$ cat src/rtl/io_perm_pkg.sv
package io_perm_pkg;

    typedef enum logic [1:0] {
        ST_IDLE = 2'd0,
        ST_READ = 2'd1,
        ST_DONE = 2'd2
    } chk_state_t;

endpackage

$ cat src/rtl/io_perm_cfg.sv
module io_perm_cfg #(
    parameter int ADDR_W = 32,
    parameter int LIM_W  = 16
) (
    input  logic              clk,
    input  logic              rst_n,
    input  logic              cfg_valid,
    input  logic              cfg_is32,
    input  logic [ADDR_W-1:0] cfg_seg_base,
    input  logic [ADDR_W-1:0] cfg_seg_limit,
    input  logic [LIM_W-1:0]  cfg_map_base,
    output logic [LIM_W-1:0]  bitmap_lim,
    output logic [ADDR_W-1:0] bitmap_addr
);

    logic [ADDR_W-1:0] map_ext;
    logic [ADDR_W-1:0] span;
    logic              usable;

    always_comb begin
        map_ext = ADDR_W'(cfg_map_base);
        span    = cfg_seg_limit - map_ext;
        usable  = cfg_is32 && (cfg_map_base != '0) && (map_ext < cfg_seg_limit);
    end

    always_ff @(posedge clk or negedge rst_n) begin
        if (!rst_n) begin
            bitmap_lim  <= '0;
            bitmap_addr <= '0;
        end else if (cfg_valid) begin
            if (usable) begin
                bitmap_lim  <= span[LIM_W-1:0];
                bitmap_addr <= cfg_seg_base + map_ext;
            end else begin
                bitmap_lim  <= '0;
            end
        end
    end

endmodule

$ cat src/rtl/io_perm_mask.sv
module io_perm_mask #(
    parameter int PORT_W = 16,
    parameter int WORD_W = 16,
    parameter int LEN_W  = 3,
    parameter int LIM_W  = 16
) (
    input  logic [PORT_W-1:0] port,
    input  logic [LEN_W-1:0]  len,
    input  logic [LIM_W-1:0]  lim,
    output logic [PORT_W-4:0] byte_off,
    output logic [WORD_W-1:0] bit_mask,
    output logic              range_fault
);

    localparam int SUM_W = PORT_W + 1;
    localparam int POS_W = LEN_W + 4;
    localparam int CMP_W = LIM_W + SUM_W;

    logic [SUM_W-1:0] end_port;
    logic [POS_W-1:0] lo_pos;
    logic [POS_W-1:0] hi_pos;

    always_comb begin
        end_port    = SUM_W'(port) + SUM_W'(len);
        byte_off    = port[PORT_W-1:3];
        lo_pos      = POS_W'(port[2:0]);
        hi_pos      = lo_pos + POS_W'(len);
        range_fault = (lim == '0) ||
                      (CMP_W'(end_port[SUM_W-1:3]) >= CMP_W'(lim));
    end

    for (genvar b = 0; b < WORD_W; b++) begin : g_mask
        assign bit_mask[b] = (POS_W'(b) >= lo_pos) && (POS_W'(b) < hi_pos);
    end

endmodule

$ cat src/rtl/io_perm_check.sv
module io_perm_check
    import io_perm_pkg::*;
#(
    parameter int ADDR_W = 32,
    parameter int PORT_W = 16,
    parameter int WORD_W = 16,
    parameter int LEN_W  = 3,
    parameter int LIM_W  = 16
) (
    input  logic              clk,
    input  logic              rst_n,
    input  logic              cfg_valid,
    input  logic              cfg_is32,
    input  logic [ADDR_W-1:0] cfg_seg_base,
    input  logic [ADDR_W-1:0] cfg_seg_limit,
    input  logic [LIM_W-1:0]  cfg_map_base,
    input  logic              chk_start,
    input  logic [PORT_W-1:0] chk_port,
    input  logic [LEN_W-1:0]  chk_len,
    output logic              mem_rd_req,
    output logic [ADDR_W-1:0] mem_rd_addr,
    input  logic              mem_rd_valid,
    input  logic [WORD_W-1:0] mem_rd_data,
    output logic              chk_done,
    output logic              chk_fault,
    output logic [15:0]       chk_err_code
);

    chk_state_t        state;
    chk_state_t        state_nx;
    logic [LIM_W-1:0]  bitmap_lim;
    logic [ADDR_W-1:0] bitmap_addr;
    logic [PORT_W-4:0] byte_off;
    logic [WORD_W-1:0] bit_mask;
    logic              range_fault;
    logic [WORD_W-1:0] mask_q;
    logic [ADDR_W-1:0] addr_q;
    logic              fault_q;

    io_perm_cfg #(.ADDR_W(ADDR_W), .LIM_W(LIM_W)) u_cfg (
        .clk           (clk),
        .rst_n         (rst_n),
        .cfg_valid     (cfg_valid),
        .cfg_is32      (cfg_is32),
        .cfg_seg_base  (cfg_seg_base),
        .cfg_seg_limit (cfg_seg_limit),
        .cfg_map_base  (cfg_map_base),
        .bitmap_lim    (bitmap_lim),
        .bitmap_addr   (bitmap_addr)
    );

    io_perm_mask #(.PORT_W(PORT_W), .WORD_W(WORD_W), .LEN_W(LEN_W), .LIM_W(LIM_W)) u_mask (
        .port        (chk_port),
        .len         (chk_len),
        .lim         (bitmap_lim),
        .byte_off    (byte_off),
        .bit_mask    (bit_mask),
        .range_fault (range_fault)
    );

    always_comb begin
        state_nx = state;
        unique case (state)
            ST_IDLE: if (chk_start) state_nx = range_fault ? ST_DONE : ST_READ;
            ST_READ: if (mem_rd_valid) state_nx = ST_DONE;
            ST_DONE: state_nx = ST_IDLE;
            default: state_nx = ST_IDLE;
        endcase
    end

    always_ff @(posedge clk or negedge rst_n) begin
        if (!rst_n) begin
            state   <= ST_IDLE;
            mask_q  <= '0;
            addr_q  <= '0;
            fault_q <= 1'b0;
        end else begin
            state <= state_nx;
            if (state == ST_IDLE && chk_start) begin
                mask_q  <= bit_mask;
                addr_q  <= bitmap_addr + ADDR_W'(byte_off);
                fault_q <= range_fault;
            end else if (state == ST_READ && mem_rd_valid) begin
                fault_q <= |(mem_rd_data & mask_q);
            end
        end
    end

    always_comb begin
        mem_rd_req   = (state == ST_READ);
        mem_rd_addr  = addr_q;
        chk_done     = (state == ST_DONE);
        chk_fault    = chk_done && fault_q;
        chk_err_code = '0;
    end

endmodule

$ cat config.mk
export PLATFORM = sky130hd
export DESIGN_NAME = io_perm_check
export DESIGN_NICKNAME = d
export VERILOG_FILES = /design/src/rtl/io_perm_pkg.sv /design/src/rtl/io_perm_cfg.sv /design/src/rtl/io_perm_mask.sv /design/src/rtl/io_perm_check.sv
export SDC_FILE = /design/constraint.sdc
export NUM_CORES = 1
export LEC_CHECK = 0
export BUFFER_PORTS_ARGS = -buffer_cell sky130_fd_sc_hd__clkbuf_2
export CORE_MARGIN = 2
export CORE_UTILIZATION = 45
export CTS_CLUSTER_DIAMETER = 40
export DETAILED_ROUTE_END_ITERATION = 8
export GPL_TIMING_DRIVEN = 0
export HOLD_SLACK_MARGIN = 0.12
export PLACE_DENSITY = 0.65
export REMOVE_ABC_BUFFERS = 1
export SLEW_MARGIN = 20
export SYNTH_ARGS = -nofsm -noshare
export SYNTH_HDL_FRONTEND = slang
export SYNTH_SLANG_ARGS = --single-unit
$ cat constraint.sdc
create_clock -name clk -period 4.8 [get_ports clk]
set_clock_uncertainty 0.15 [all_clocks]
set_input_delay 0.48 -clock clk [delete_from_list [all_inputs] [get_ports clk]]
set_output_delay 0.48 -clock clk [all_outputs]
set_load 0.03 [all_outputs]
# After elaboration in Yosys (flattened, before gate mapping)
# Index checks and enable logic that the tools add are counted.
# Widths: inputs -> output; s select.
[word_totals] register_bits=99 latch_bits=0 ram_bits=0 mem_bits_ro=0 output_inout_bits=51 word_cells=86 mem_count=0
[classes] n_addsub=5 mul=0 div=0 magnitude_cmp=34 n_eq_ne=4 shift=0 mux=7 bitwise_logic=1 n_reduce_logical=29
[ops] operator="$lt 4x7->1 const A" n=8
[ops] operator="$add 32x13->32" n=1
[ops] operator="$add 32x16->32" n=1
[ops] operator="$ge 4x3->1 const A" n=8
[ops] operator="$lt 16x32->1" n=1
[ops] operator="$lt 3x7->1 const A" n=4
[ops] operator="$logic_and 1x1->1" n=21
[ops] operator="$add 16x3->17" n=1
[ops] operator="$and 16x16->16" n=1
[ops] operator="$ge 14x16->1" n=1
[ops] operator="$logic_not 16->1" n=1
[ops] operator="$mux 16" n=1
[ops] operator="$reduce_bool 16->1" n=1
[ops] operator="$reduce_or 16->1" n=1
[ops] operator="$sub 16x16->16" n=1
[ops] operator="$lt 1x7->1 const A" n=2
[ops] operator="$lt 2x7->1 const A" n=2
[ops] operator="$ge 3x3->1 const A" n=4
[ops] operator="$ge 1x3->1 const A" n=2
[ops] operator="$ge 2x3->1 const A" n=2
[ops] operator="$mux 2" n=3
[ops] operator="$add 3x3->4" n=1
[ops] operator="$pmux 2 s2" n=1
[ops] operator="$reduce_and 2->1" n=2
[ops] operator="8 further kinds" n=9

# Depth between registers and ports, before layout
# Gate-level depths: netlist of the first run.
[depth] ltp_word=6 depth_mapped=16

# Cells and area by module
# Synthesis of the first run repeated with hierarchy kept, for this count alone.
[hier_totals] cells_unflattened=938 hier_area_um2=8257.9
[modules_own_cells] module="io_perm_cfg" n_inst=1 cells_each=444 area_per_inst_um2=4093.9 seq_area_each_um2=1201.2
[modules_own_cells] module="io_perm_check" n_inst=1 cells_each=351 area_per_inst_um2=3143.0 seq_area_each_um2=1276.2
[modules_own_cells] module="io_perm_mask" n_inst=1 cells_each=143 area_per_inst_um2=1021.0 seq_area_each_um2=0.0

# Least setup slack after synthesis of the first run
# Ideal clock, no wire load.
[synth_path] path_kind="input-to-reg" startpoint="input port chk_port[0]" endpoint="register fault_q" setup_time_ps=123 t_arrival_ps=2950 required_time_ps=4527 path_slack_ps=1577 stages=16 cell_sequence="ha_1 -> inv_1 -> fa_1 -> inv_1 -> a21o_1 -> nor2b_1 -> nand4_1 -> xnor2_1 -> ha_1 -> a21o_1 -> a21o_1 -> a21oi_1 -> o211ai_1 -> a21o_1 -> a21oi_1 -> nor2_1"
[synth_via] elab_chain_cells=4
[synth_rtl] item="start, declared" line_no="io_perm_check.sv:18" text="input logic [PORT_W-1:0] chk_port,"
[synth_rtl] item="$add 16x3->17" line_no="io_perm_mask.sv:24" text="end_port = SUM_W'(port) + SUM_W'(len);"
[synth_rtl] item="$ge 14x16->1" line_no="io_perm_mask.sv:29" text="(CMP_W'(end_port[SUM_W-1:3]) >= CMP_W'(lim));"
[synth_rtl] item="$logic_or 1x1->1" line_no="io_perm_mask.sv:28" text="range_fault = (lim == '0) ||"
[synth_rtl] item="$mux 1" line_no="io_perm_check.sv:79" text="if (state == ST_IDLE && chk_start) begin"
[synth_rtl] item="end signal, assigned" line_no="io_perm_check.sv:82" text="fault_q <= range_fault;"
[synth_rtl] item="end signal, assigned" line_no="io_perm_check.sv:84" text="fault_q <= |(mem_rd_data & mask_q);"
[synth_rtl] item="end, declared" line_no="io_perm_check.sv:38" text="logic fault_q;"
# Every way passes these cells.
# A chain may end at the register's enable or synchronous reset.

# Worst setup path after layout of the first run
[layout_path] startpoint="input port chk_port[1]" endpoint="register fault_q"
# Same word-level chain as after synthesis.

==> results of run 1 <==
## area by class of cell
cell class	instances	area (sq um)	area share (%)
sequential	98	2450	27.0
tap	225	282	3.10
clock buffer	12	256	2.82
clock inverter	4	50.0	0.551
timing repair buffer	158	865	9.52
multi-input combinational	724	4930	54.3
inverter	66	248	2.73
## layer usage
metal | wire [microns] | vias to the layer above
met3 | 854 | 17
met4 | 267 | 0
met5 | 0 | -
met1 | 9710 | 3052
li1 | - | 3515
met2 | 7760 | 167
## cells by family (layout without fill, tap and decap cells)
logic type                 after synthesis  count (layout)  share of synthesized area (%)
other                                    1              16                         0.0479
AOI/OAI and AO/OA                      270             270                           22.7
DFF                                     98              98                           31.3
muxes                                    4               4                          0.656
and+or+nand+nor                        279             279                           17.0
adders and majority gates               81              81                           13.3
xor gates and xnor gates                74              74                           8.28
buffers and inverters                  112             240                           6.62
## Yosys cell counts, types with 3 or more instances
| cell type | instances | area, sq um |
|---|---|---|
| a31oi_1 | 4 | 25.0 |
| o21a_1 | 11 | 82.6 |
| and3_1 | 9 | 56.3 |
| o211ai_1 | 3 | 22.5 |
| o21ai_1 | 14 | 70.1 |
| nand3_1 | 19 | 95.1 |
| ha_1 | 77 | 963 |
| nand2b_1 | 9 | 56.3 |
| o21bai_1 | 7 | 52.6 |
| a21o_1 | 28 | 210 |
| nor2b_1 | 13 | 81.3 |
| nand3b_1 | 7 | 52.6 |
| and4_1 | 3 | 26.3 |
| nor2_1 | 63 | 236 |
| dfrtp_1 | 98 | 2450 |
| a22o_1 | 5 | 43.8 |
| fa_1 | 4 | 80.1 |
| buf_4 | 18 | 135 |
| o22ai_1 | 13 | 81.3 |
| xnor2_1 | 39 | 342 |
| nand4_1 | 18 | 113 |
| buf_2 | 12 | 60.1 |
| nand2_1 | 106 | 398 |
| clkbuf_1 | 14 | 52.6 |
| o31ai_1 | 4 | 30.0 |
| a211oi_1 | 8 | 60.1 |
| o21ai_0 | 75 | 375 |
| o221ai_1 | 3 | 26.3 |
| inv_1 | 66 | 248 |
| a221oi_1 | 3 | 26.3 |
| xor2_1 | 35 | 307 |
| nor4_1 | 13 | 81.3 |
| nor3_1 | 7 | 35.0 |
| a41o_1 | 3 | 30.0 |
| a21oi_1 | 59 | 295 |
## power by group
part           internal [mW]  leakage [nW]  switching (mW)
clock                  0.432         0.145           0.310
combinational          0.601          3.05            1.02
sequential              1.10          1.20           0.171
total                   2.13          4.40            1.50
## stage by stage
step,worst slack (ns),TNS (ns)
2_1_floorplan,1.08,0
3_3_place_gp,-0.347,-0.989
3_5_place_dp,1.01,0
4_1_cts,1.36,0
5_1_grt,1.10,0
6_report,1.33,0
## path summary, 6_finish.rpt
check                                      from                   end  slack (ns)  cells after the start
hold reg to reg                       mask_q[1]             mask_q[1]        0.32                      2
setup / recovery                    chk_port[1]               fault_q        1.33                     15
min in group asynchronous                 rst_n       mem_rd_addr[26]        0.39                      2
max in group asynchronous                 rst_n  u_cfg.bitmap_lim[12]        3.47                      3
setup reg to reg           u_cfg.bitmap_addr[0]       mem_rd_addr[20]        1.93                     11
hold / removal                     mem_rd_valid              state[0]        0.26                      3
## worst min-delay path, cell delays in order
cell and delay [ns]:
clkbuf_2 0.09, inv_1 0.05, a21o_1 0.10
## state kept, by name, summed over array words and instances (netlist names)
register	count
u_cfg.bitmap_addr	32
fault_q	1
u_cfg.bitmap_lim	16
state	2
mask_q	15
mem_rd_addr	32
## repair_timing
action / 4_1_cts / 5_1_grt
resized for setup: 0 / 0
hold buffers: 1 / 0
setup endpoints to repair: 0 / 0
endpoints found under the hold margin: 12 / 0
==> flow_summary.toml, run 1 <==
[yosys]
async_reset_ff_share_pct = 100
ys_ff_latch = 98
synth_ff_type = "dfrtp_1"
synth.distinct_cells = 73
synth_warnings = 0
postSynthAreaPerCell_sq_um = 8.51
netlist_area_sq_um = 7830
synth_edf_count = 0
synth_seq_area_share_pct = 31.3
synthCells = 919

[placed_design]
placement.io_buffers = 154
gp_congestion = 0.894
dp_hpwl_microns = 14900
dp.cells = 1270
dpl_cell_area_sq_um = 8770

[timing]
fin_crit_sh_pct = 72.2
relSlewSlack_pct = 50.6
hold_ws_ns = 0.255
final_max_slew_viol_count = 0
worstMarginPinSlew_ns = 0.741
grt_setup_unrepaired = "false"
fmax_ghz = 0.288
finalSetupViolCount = 0
finalCriticalPeriod_ns = 3.47
final-hold-violation-count = 0

[finish]
drive_gt1_share_pct = 17.9
design_area_sq_um = 9090
finalNonFillerCells = 1287
final_cell_mix = "clkbuf_2, nand2_1, dfrtp_1"
fillers = 1689
diodes = 0
nets = 1259
utilization_pct = 52.9
area_growth_pct = 16.1
layout_commonest_cell = "clkbuf_2"

[routing]
detail_route.iter0.violations = 318
drc = 0
num_vias = 6751
routed_wirelength_microns = 18600
final_antenna_net_count = 0
first_pass_iters = 7
wl_per_cell_microns = 14.4
vias_per_cell = 5.25

[global_routing]
grt_overflow_total = 0
grt_pass1_vias = 6201
use_met2_pct = 31.0
grt_use_met1_pct = 30.3
use_met3_pct = 2.09
antenna_found_initial = 0
grt_max_degree = 87
grt_pass1_wl_microns = 30000
busiest_layer = "met2"
grt_usage_pct = 20.3

[cts]
postCtsSetupBuffers = 0
cts_tree = "yes"
numCtsBuffers = 9
cts_max_path_buffers = 2
clk_latency_ns = 0.34
htreeDepth = 3
cts.clk_slew.worst_paths_ns = 0.06
cts_root_buf = "clkbuf_16"
cts.sinks = 98

[power_and_ir_drop]
ir_drop_mv = 0.240
p_per_area_nw_per_um2 = 400
finalPower_mw = 3.63
total_leakage_power_nw = 4.40

[floorplan]
die_area_sq_um = 18500
core_sq_um = 17200
io_pins = 172
die_h_microns = 136
start_util_pct = 45.6
row_count = 48
die_w_microns = 136

[worst_setup_path]
critPathKind = "in -> reg"
critical_path.top_delay_family = "compound AO/OA/AOI/OAI gates"
slowest_delay_ns = 0.55
cp_slowest_cell = "a21oi_1"
cp_cell_sequence = "clkbuf_2 > ha_1 > a21o_1 > a21oi_1 > nor2_1 > and4_1 > nand2_1 > xnor2_1 > ha_1 > a21o_1 > a21oi_1 > o211ai_1 > a21o_1 > a21oi_1 > nor2_1"
worstSetupStartpointType = "input pin"
worstPathArrival_ns = 3.54
cp_max_fo = 8
required_ns = 4.87
end_kind = "flop"
path_buf_inv = 1

[hold_path]
worst_hold_path_type = "in -> reg"

[run]
cap_violations = 0

[outcome]
status = "finished clean"
Power figures use the tool's default switching activity.
==> inputs of run 2 (changes only) <==
--- a/config.mk
+++ b/config.mk
@@ -12,7 +12,7 @@
 export DETAILED_ROUTE_END_ITERATION = 8
 export GPL_TIMING_DRIVEN = 0
 export HOLD_SLACK_MARGIN = 0.12
-export PLACE_DENSITY = 0.65
+export PLACE_DENSITY = 0.68
 export REMOVE_ABC_BUFFERS = 1
 export SLEW_MARGIN = 20
 export SYNTH_ARGS = -nofsm -noshare
==> constraint.sdc (replaced) <==
create_clock -name clk -period 2.8 [get_ports clk]
set_clock_uncertainty 0.15 [all_clocks]
set_input_delay 0.28 -clock clk [delete_from_list [all_inputs] [get_ports clk]]
set_output_delay 0.28 -clock clk [all_outputs]
set_load 0.03 [all_outputs]
==> run 2 against run 1 <==
Effect of this change: worst hold slack worse by 0.14 ns; routed wire length rose by 5.1%; die area did not move; global-route usage grew 0.88 points; critical endpoint unchanged.
==> flow_summary.toml, run 2 (synthesis results as in run 1) <==
[power_and_ir_drop]
ir_drop_mv = 0.619
p_per_area_nw_per_um2 = 697
total_leakage_power_nw = 4.56
finalPower_mw = 6.63

[global_routing]
grt_usage_pct = 21.1
grt_pass1_vias = 6595
grt_overflow_total = 0
grt_pass1_wl_microns = 31300
use_met2_pct = 34.5
antenna_found_initial = 0
use_met3_pct = 2.98
grt_use_met1_pct = 29.6
busiest_layer = "met2"
grt_max_degree = 53

[worst_setup_path]
cpMostUsedCell = "a21o_1"
worstPathArrival_ns = 2.88
required_ns = 2.88
worstSetupStartpointType = "input pin"
cp_cell_sequence = "buf_8 > ha_4 > inv_2 > fa_2 > inv_2 > a21o_1 > nor2b_4 > nand4_1 > xnor2_1 > ha_1 > a21o_1 > a21o_1 > a21oi_2 > o211ai_1 > a21o_1 > a21oi_2 > nor2_1"
end_kind = "flop"
cp_slowest_cell = "fa_2"
critPathKind = "in -> reg"
cp_max_fo = 3
slowest_delay_ns = 0.37

[placed_design]
gp_congestion = 0.890
dp.cells = 1270
dp_hpwl_microns = 15100
placement.io_buffers = 154
place_ws_ns = -0.792

[routing]
detail_route.iter0.violations = 276
wl_per_cell_microns = 14.9
vias_per_cell = 5.35
final_antenna_net_count = 0
routed_wirelength_microns = 19500
first_pass_iters = 4
num_vias = 7011
drc = 0

[floorplan]
row_count = 48
die_h_microns = 136
core_sq_um = 17200
die_area_sq_um = 18500
start_util_pct = 45.6
io_pins = 172
die_w_microns = 136

[timing]
fmax_ghz = 0.358
worstMarginPinSlew_ns = 0.564
relSlewSlack_pct = 62.3
final-hold-violation-count = 0
fin_crit_sh_pct = 99.8
hold_ws_ns = 0.113
finalCriticalPeriod_ns = 2.79
grt_setup_unrepaired = "true"
final_max_slew_viol_count = 0
finalSetupViolCount = 0
fin_ws_ns = 0.00581

[run]
cap_violations = 0

[outcome]
status = "finished clean"

[finish]
finalNonFillerCells = 1310
drive_gt1_share_pct = 20.1
fillers = 1657
utilization_pct = 55.4
area_growth_pct = 21.5
layout_commonest_cell = "clkbuf_2"
regArea_sq_um = 2450
nets = 1282
final_cell_mix = "clkbuf_2, nand2_1, dfrtp_1"
diodes = 0
multi_input_area_sq_um = 5070

[cts]
numCtsBuffers = 9
cts_tree = "yes"
cts_root_buf = "clkbuf_16"
cts.clk_slew.worst_paths_ns = 0.06
clk_latency_ns = 0.35
cts_max_path_buffers = 2
htreeDepth = 3
cts.sinks = 98

[hold_path]
worst_hold_path_type = "in -> reg"
## run 2: repair_timing
action                                  CTS  global route
pin swaps                                 9            16
setup buffers                             3             7
cloned                                    1             0
endpoints found under the hold margin    93             0
gates resized for setup                  16            22
endpoints found under the setup margin   10            36
hold buffers                             13             0
## run 2: routing by layer
| metal | vias up | share of wire, % |
|---|---|---|
| met2 | 169 | 45 |
| met3 | 18 | 4.2 |
| met1 | 3259 | 49 |
| met4 | 0 | 1.3 |
| li1 | 3565 | - |
| met5 | - | 0 |
## run 2: path summary, 6_finish.rpt
| check | start | endpoint | slack (ns) | cells after the start |
|---|---|---|---|---|
| min | chk_port[1] | mask_q[0] | 0.11 | 3 |
| max in group asynchronous | rst_n | u_cfg.bitmap_addr[16] | 1.65 | 3 |
| max reg2reg | u_cfg.bitmap_addr[0] | mem_rd_addr[24] | 0.13 | 11 |
| min in group asynchronous | rst_n | mem_rd_addr[0] | 0.28 | 2 |
| min reg2reg | mem_rd_addr[1] | mem_rd_addr[1] | 0.33 | 2 |
| max | chk_port[0] | fault_q | 0.006 | 17 |
## run 2: worst max-delay path: cells and delay by family
kind / cells / cell delay, ns
AOI/OAI and AO/OA: 7 / 1.13
adders and majority gates: 3 / 0.79
xor gates and xnor gates: 1 / 0.16
and+or+nand+nor: 3 / 0.33
buffers and inverters: 3 / 0.17
## run 2: layout make-up
| cell class | count | share of cell area (%) |
|---|---|---|
| clock buffer | 11 | 2.55 |
| inverter | 66 | 2.60 |
| clock inverter | 5 | 1.32 |
| multi-input combinational | 725 | 53.3 |
| timing repair buffer | 180 | 11.5 |
| tap | 225 | 2.96 |
| sequential | 98 | 25.8 |
## run 2: where the power goes
group | switching (mW) | internal, mW
clock | 0.529 | 0.987
sequential | 0.298 | 1.89
combinational | 1.83 | 1.10
## run 2: stage by stage
stage / setup TNS (ns) / cell area [sq um]
detailed placement: -11.27 / 8770
floorplan: -14.34 / 7610
global placement: -68.28 / 8660
finish: 0 / 9510
global route: -0.258 / 9510
CTS: 0 / 9360
==> inputs of run 3 (changes only) <==
--- a/config.mk
+++ b/config.mk
@@ -8,6 +8,7 @@
 export BUFFER_PORTS_ARGS = -buffer_cell sky130_fd_sc_hd__clkbuf_2
 export CORE_MARGIN = 2
 export CORE_UTILIZATION = 45
+export CTS_BUF_LIST = sky130_fd_sc_hd__clkbuf_4 sky130_fd_sc_hd__clkbuf_8
 export CTS_CLUSTER_DIAMETER = 40
 export DETAILED_ROUTE_END_ITERATION = 8
 export GPL_TIMING_DRIVEN = 0
==> run 3 against run 2 <==
Effect of this change: sequential share of layout area about the same; combinational power hardly changed; first-iteration DRC count is 0.36% higher; non-clock buffer count is 7 higher; die area unchanged; critical path depth shrank 2; critical endpoint unchanged.
==> flow_summary.toml, run 3 (synthesis results as in run 1) <==
[global_routing]
grt_use_met1_pct = 29.6
grt_overflow_total = 0
grt_pass1_vias = 6595
grt_max_degree = 53
grt_pass1_wl_microns = 31300
use_met2_pct = 34.8
use_met3_pct = 3.06
busiest_layer = "met2"
grt_usage_pct = 21.3
antenna_found_initial = 0

[power_and_ir_drop]
netSwitchingPower_mw = 2.61
pwr-share-comb_pct = 46.4
pwr-share-clk_pct = 19.1
total_leakage_power_nw = 4.54
internal-power_mw = 3.71
ir_drop_mv = 0.615
p_per_area_nw_per_um2 = 666
seq_power_share_pct = 34.5
p_sw_share_pct = 41.3

[worst_setup_path]
critical_path.top_delay_family = "compound AO/OA/AOI/OAI gates"
cp_cell_sequence = "buf_4 > ha_1 > a21o_1 > a21oi_4 > nor2_2 > and4_1 > nand2_1 > xnor2_1 > ha_1 > a21o_1 > a21oi_2 > o211ai_1 > a21o_1 > a21oi_2 > nor2_1"
cpMostUsedCell = "a21o_1"
critPathKind = "in -> reg"
cp_slowest_cell = "ha_1"
cp_max_fo = 8
path_buf_inv = 1
required_ns = 2.91
end_kind = "flop"
r2r_start = "u_cfg.bitmap_addr[7]"
slowest_delay_ns = 0.28
crit_start = "chk_port[1]"
worstSetupStartpointType = "input pin"
worstPathArrival_ns = 2.82

[cts]
cts_tree = "yes"
htreeDepth = 3
cts_max_path_buffers = 2
cts.sinks = 98
clk_latency_ns = 0.38
cts.clk_slew.worst_paths_ns = 0.09
numCtsBuffers = 9
cts_root_buf = "clkbuf_8"

[finish]
design_area_sq_um = 9500
fillers = 1659
utilization_pct = 55.3
drive_gt1_share_pct = 20.2
finalNonFillerCells = 1317
nets = 1289
diodes = 0
layout_commonest_cell = "clkbuf_2"
area_growth_pct = 21.3
final_cell_mix = "clkbuf_2, nand2_1, dfrtp_1"

[placed_design]
gp_congestion = 0.890
place_ws_ns = -0.792
dp.cells = 1270
dp_hpwl_microns = 15100
placement.io_buffers = 154
dpl_cell_area_sq_um = 8770

[routing]
first_pass_iters = 4
drc = 0
routed_wirelength_microns = 19600
wl_per_cell_microns = 14.9
num_vias = 7002
detail_route.iter0.violations = 277
vias_per_cell = 5.32
final_antenna_net_count = 0

[outcome]
status = "finished clean"

[timing]
fmax_ghz = 0.369
final_max_slew_viol_count = 0
grt_setup_unrepaired = "true"
finalSetupViolCount = 0
relSlewSlack_pct = 61.6
final-hold-violation-count = 0
finalCriticalPeriod_ns = 2.71
fin_ws_ns = 0.0906
worstMarginPinSlew_ns = 0.574
fin_crit_sh_pct = 96.8

[floorplan]
start_util_pct = 45.6
core_sq_um = 17200
io_pins = 172
die_w_microns = 136
die_h_microns = 136
row_count = 48
die_area_sq_um = 18500

[hold_path]
worst_hold_path_type = "in -> reg"
worstHoldStart = "chk_port[1]"

[run]
cap_violations = 0
## run 3: changes by cell type in the layout (fill, tap and decap cells not counted), sizes merged
cell         previous run  this run
buf                    16        15
dlygate4sd3            13        21
## run 3: cell type report
cell class / instances / area (sq um) / area share (%)
Clock buffer: 11 / 145 / 1.53
Clock inverter: 5 / 125 / 1.32
Inverter: 66 / 248 / 2.61
Multi-Input combinational cell: 725 / 5080 / 53.5
Sequential cell: 98 / 2450 / 25.8
Tap cell: 225 / 282 / 2.96
Timing Repair Buffer: 187 / 1160 / 12.3
## run 3: timing repair
item                                    CTS  global route
endpoints found under the setup margin   10            30
setup buffers                             2             7
cloned                                    1             0
pin swaps                                 7            19
hold endpoints to repair                116             1
hold buffers                             20             1
gates resized for setup                  12            28
## run 3: stage by stage
step | power, mW | TNS [ns] | hold WS [ns]
2_1_floorplan | 4.15 | -14.34 | -0.166
3_3_place_gp | 4.92 | -68.28 | 0.312
3_5_place_dp | 5.01 | -11.27 | 0.106
4_1_cts | 6.30 | 0 | 0.120
5_1_grt | 6.79 | -0.0737 | 0.134
6_report | 6.32 | 0 | 0.126
## run 3: per-layer routing
layer  wire length [microns]  vias up
li1                        -     3573
met1                    9470     3217
met2                    8870      195
met3                     970       17
met4                     252        0
met5                       0        -
## run 3: worst paths after layout
check | endpoint | slack, ns | depth (start not counted)
hold / removal | mask_q[4] | 0.13 | 4
hold reg to reg | mem_rd_addr[1] | 0.33 | 2
min in group asynchronous | mem_rd_addr[0] | 0.25 | 2
setup reg to reg | mem_rd_addr[23] | 0.13 | 9
max in group asynchronous | u_cfg.bitmap_addr[16] | 1.68 | 3
setup / recovery | fault_q | 0.09 | 15
## run 3: tightest hold or removal path: stages
cell and delay [ns]:
buf_4 0.12, o21ai_0 0.08, o21ai_0 0.06, o21ai_0 0.07
## run 3: power groups by stage
stage	registers, mW	clock network (mW)	logic, mW
final	2.18	1.21	2.94
after global routing	2.24	1.29	3.26
after CTS	2.18	1.24	2.88
after detailed placement	2.21	0	2.79
after global placement	2.19	0	2.73
after floorplan	2.58	0	1.57
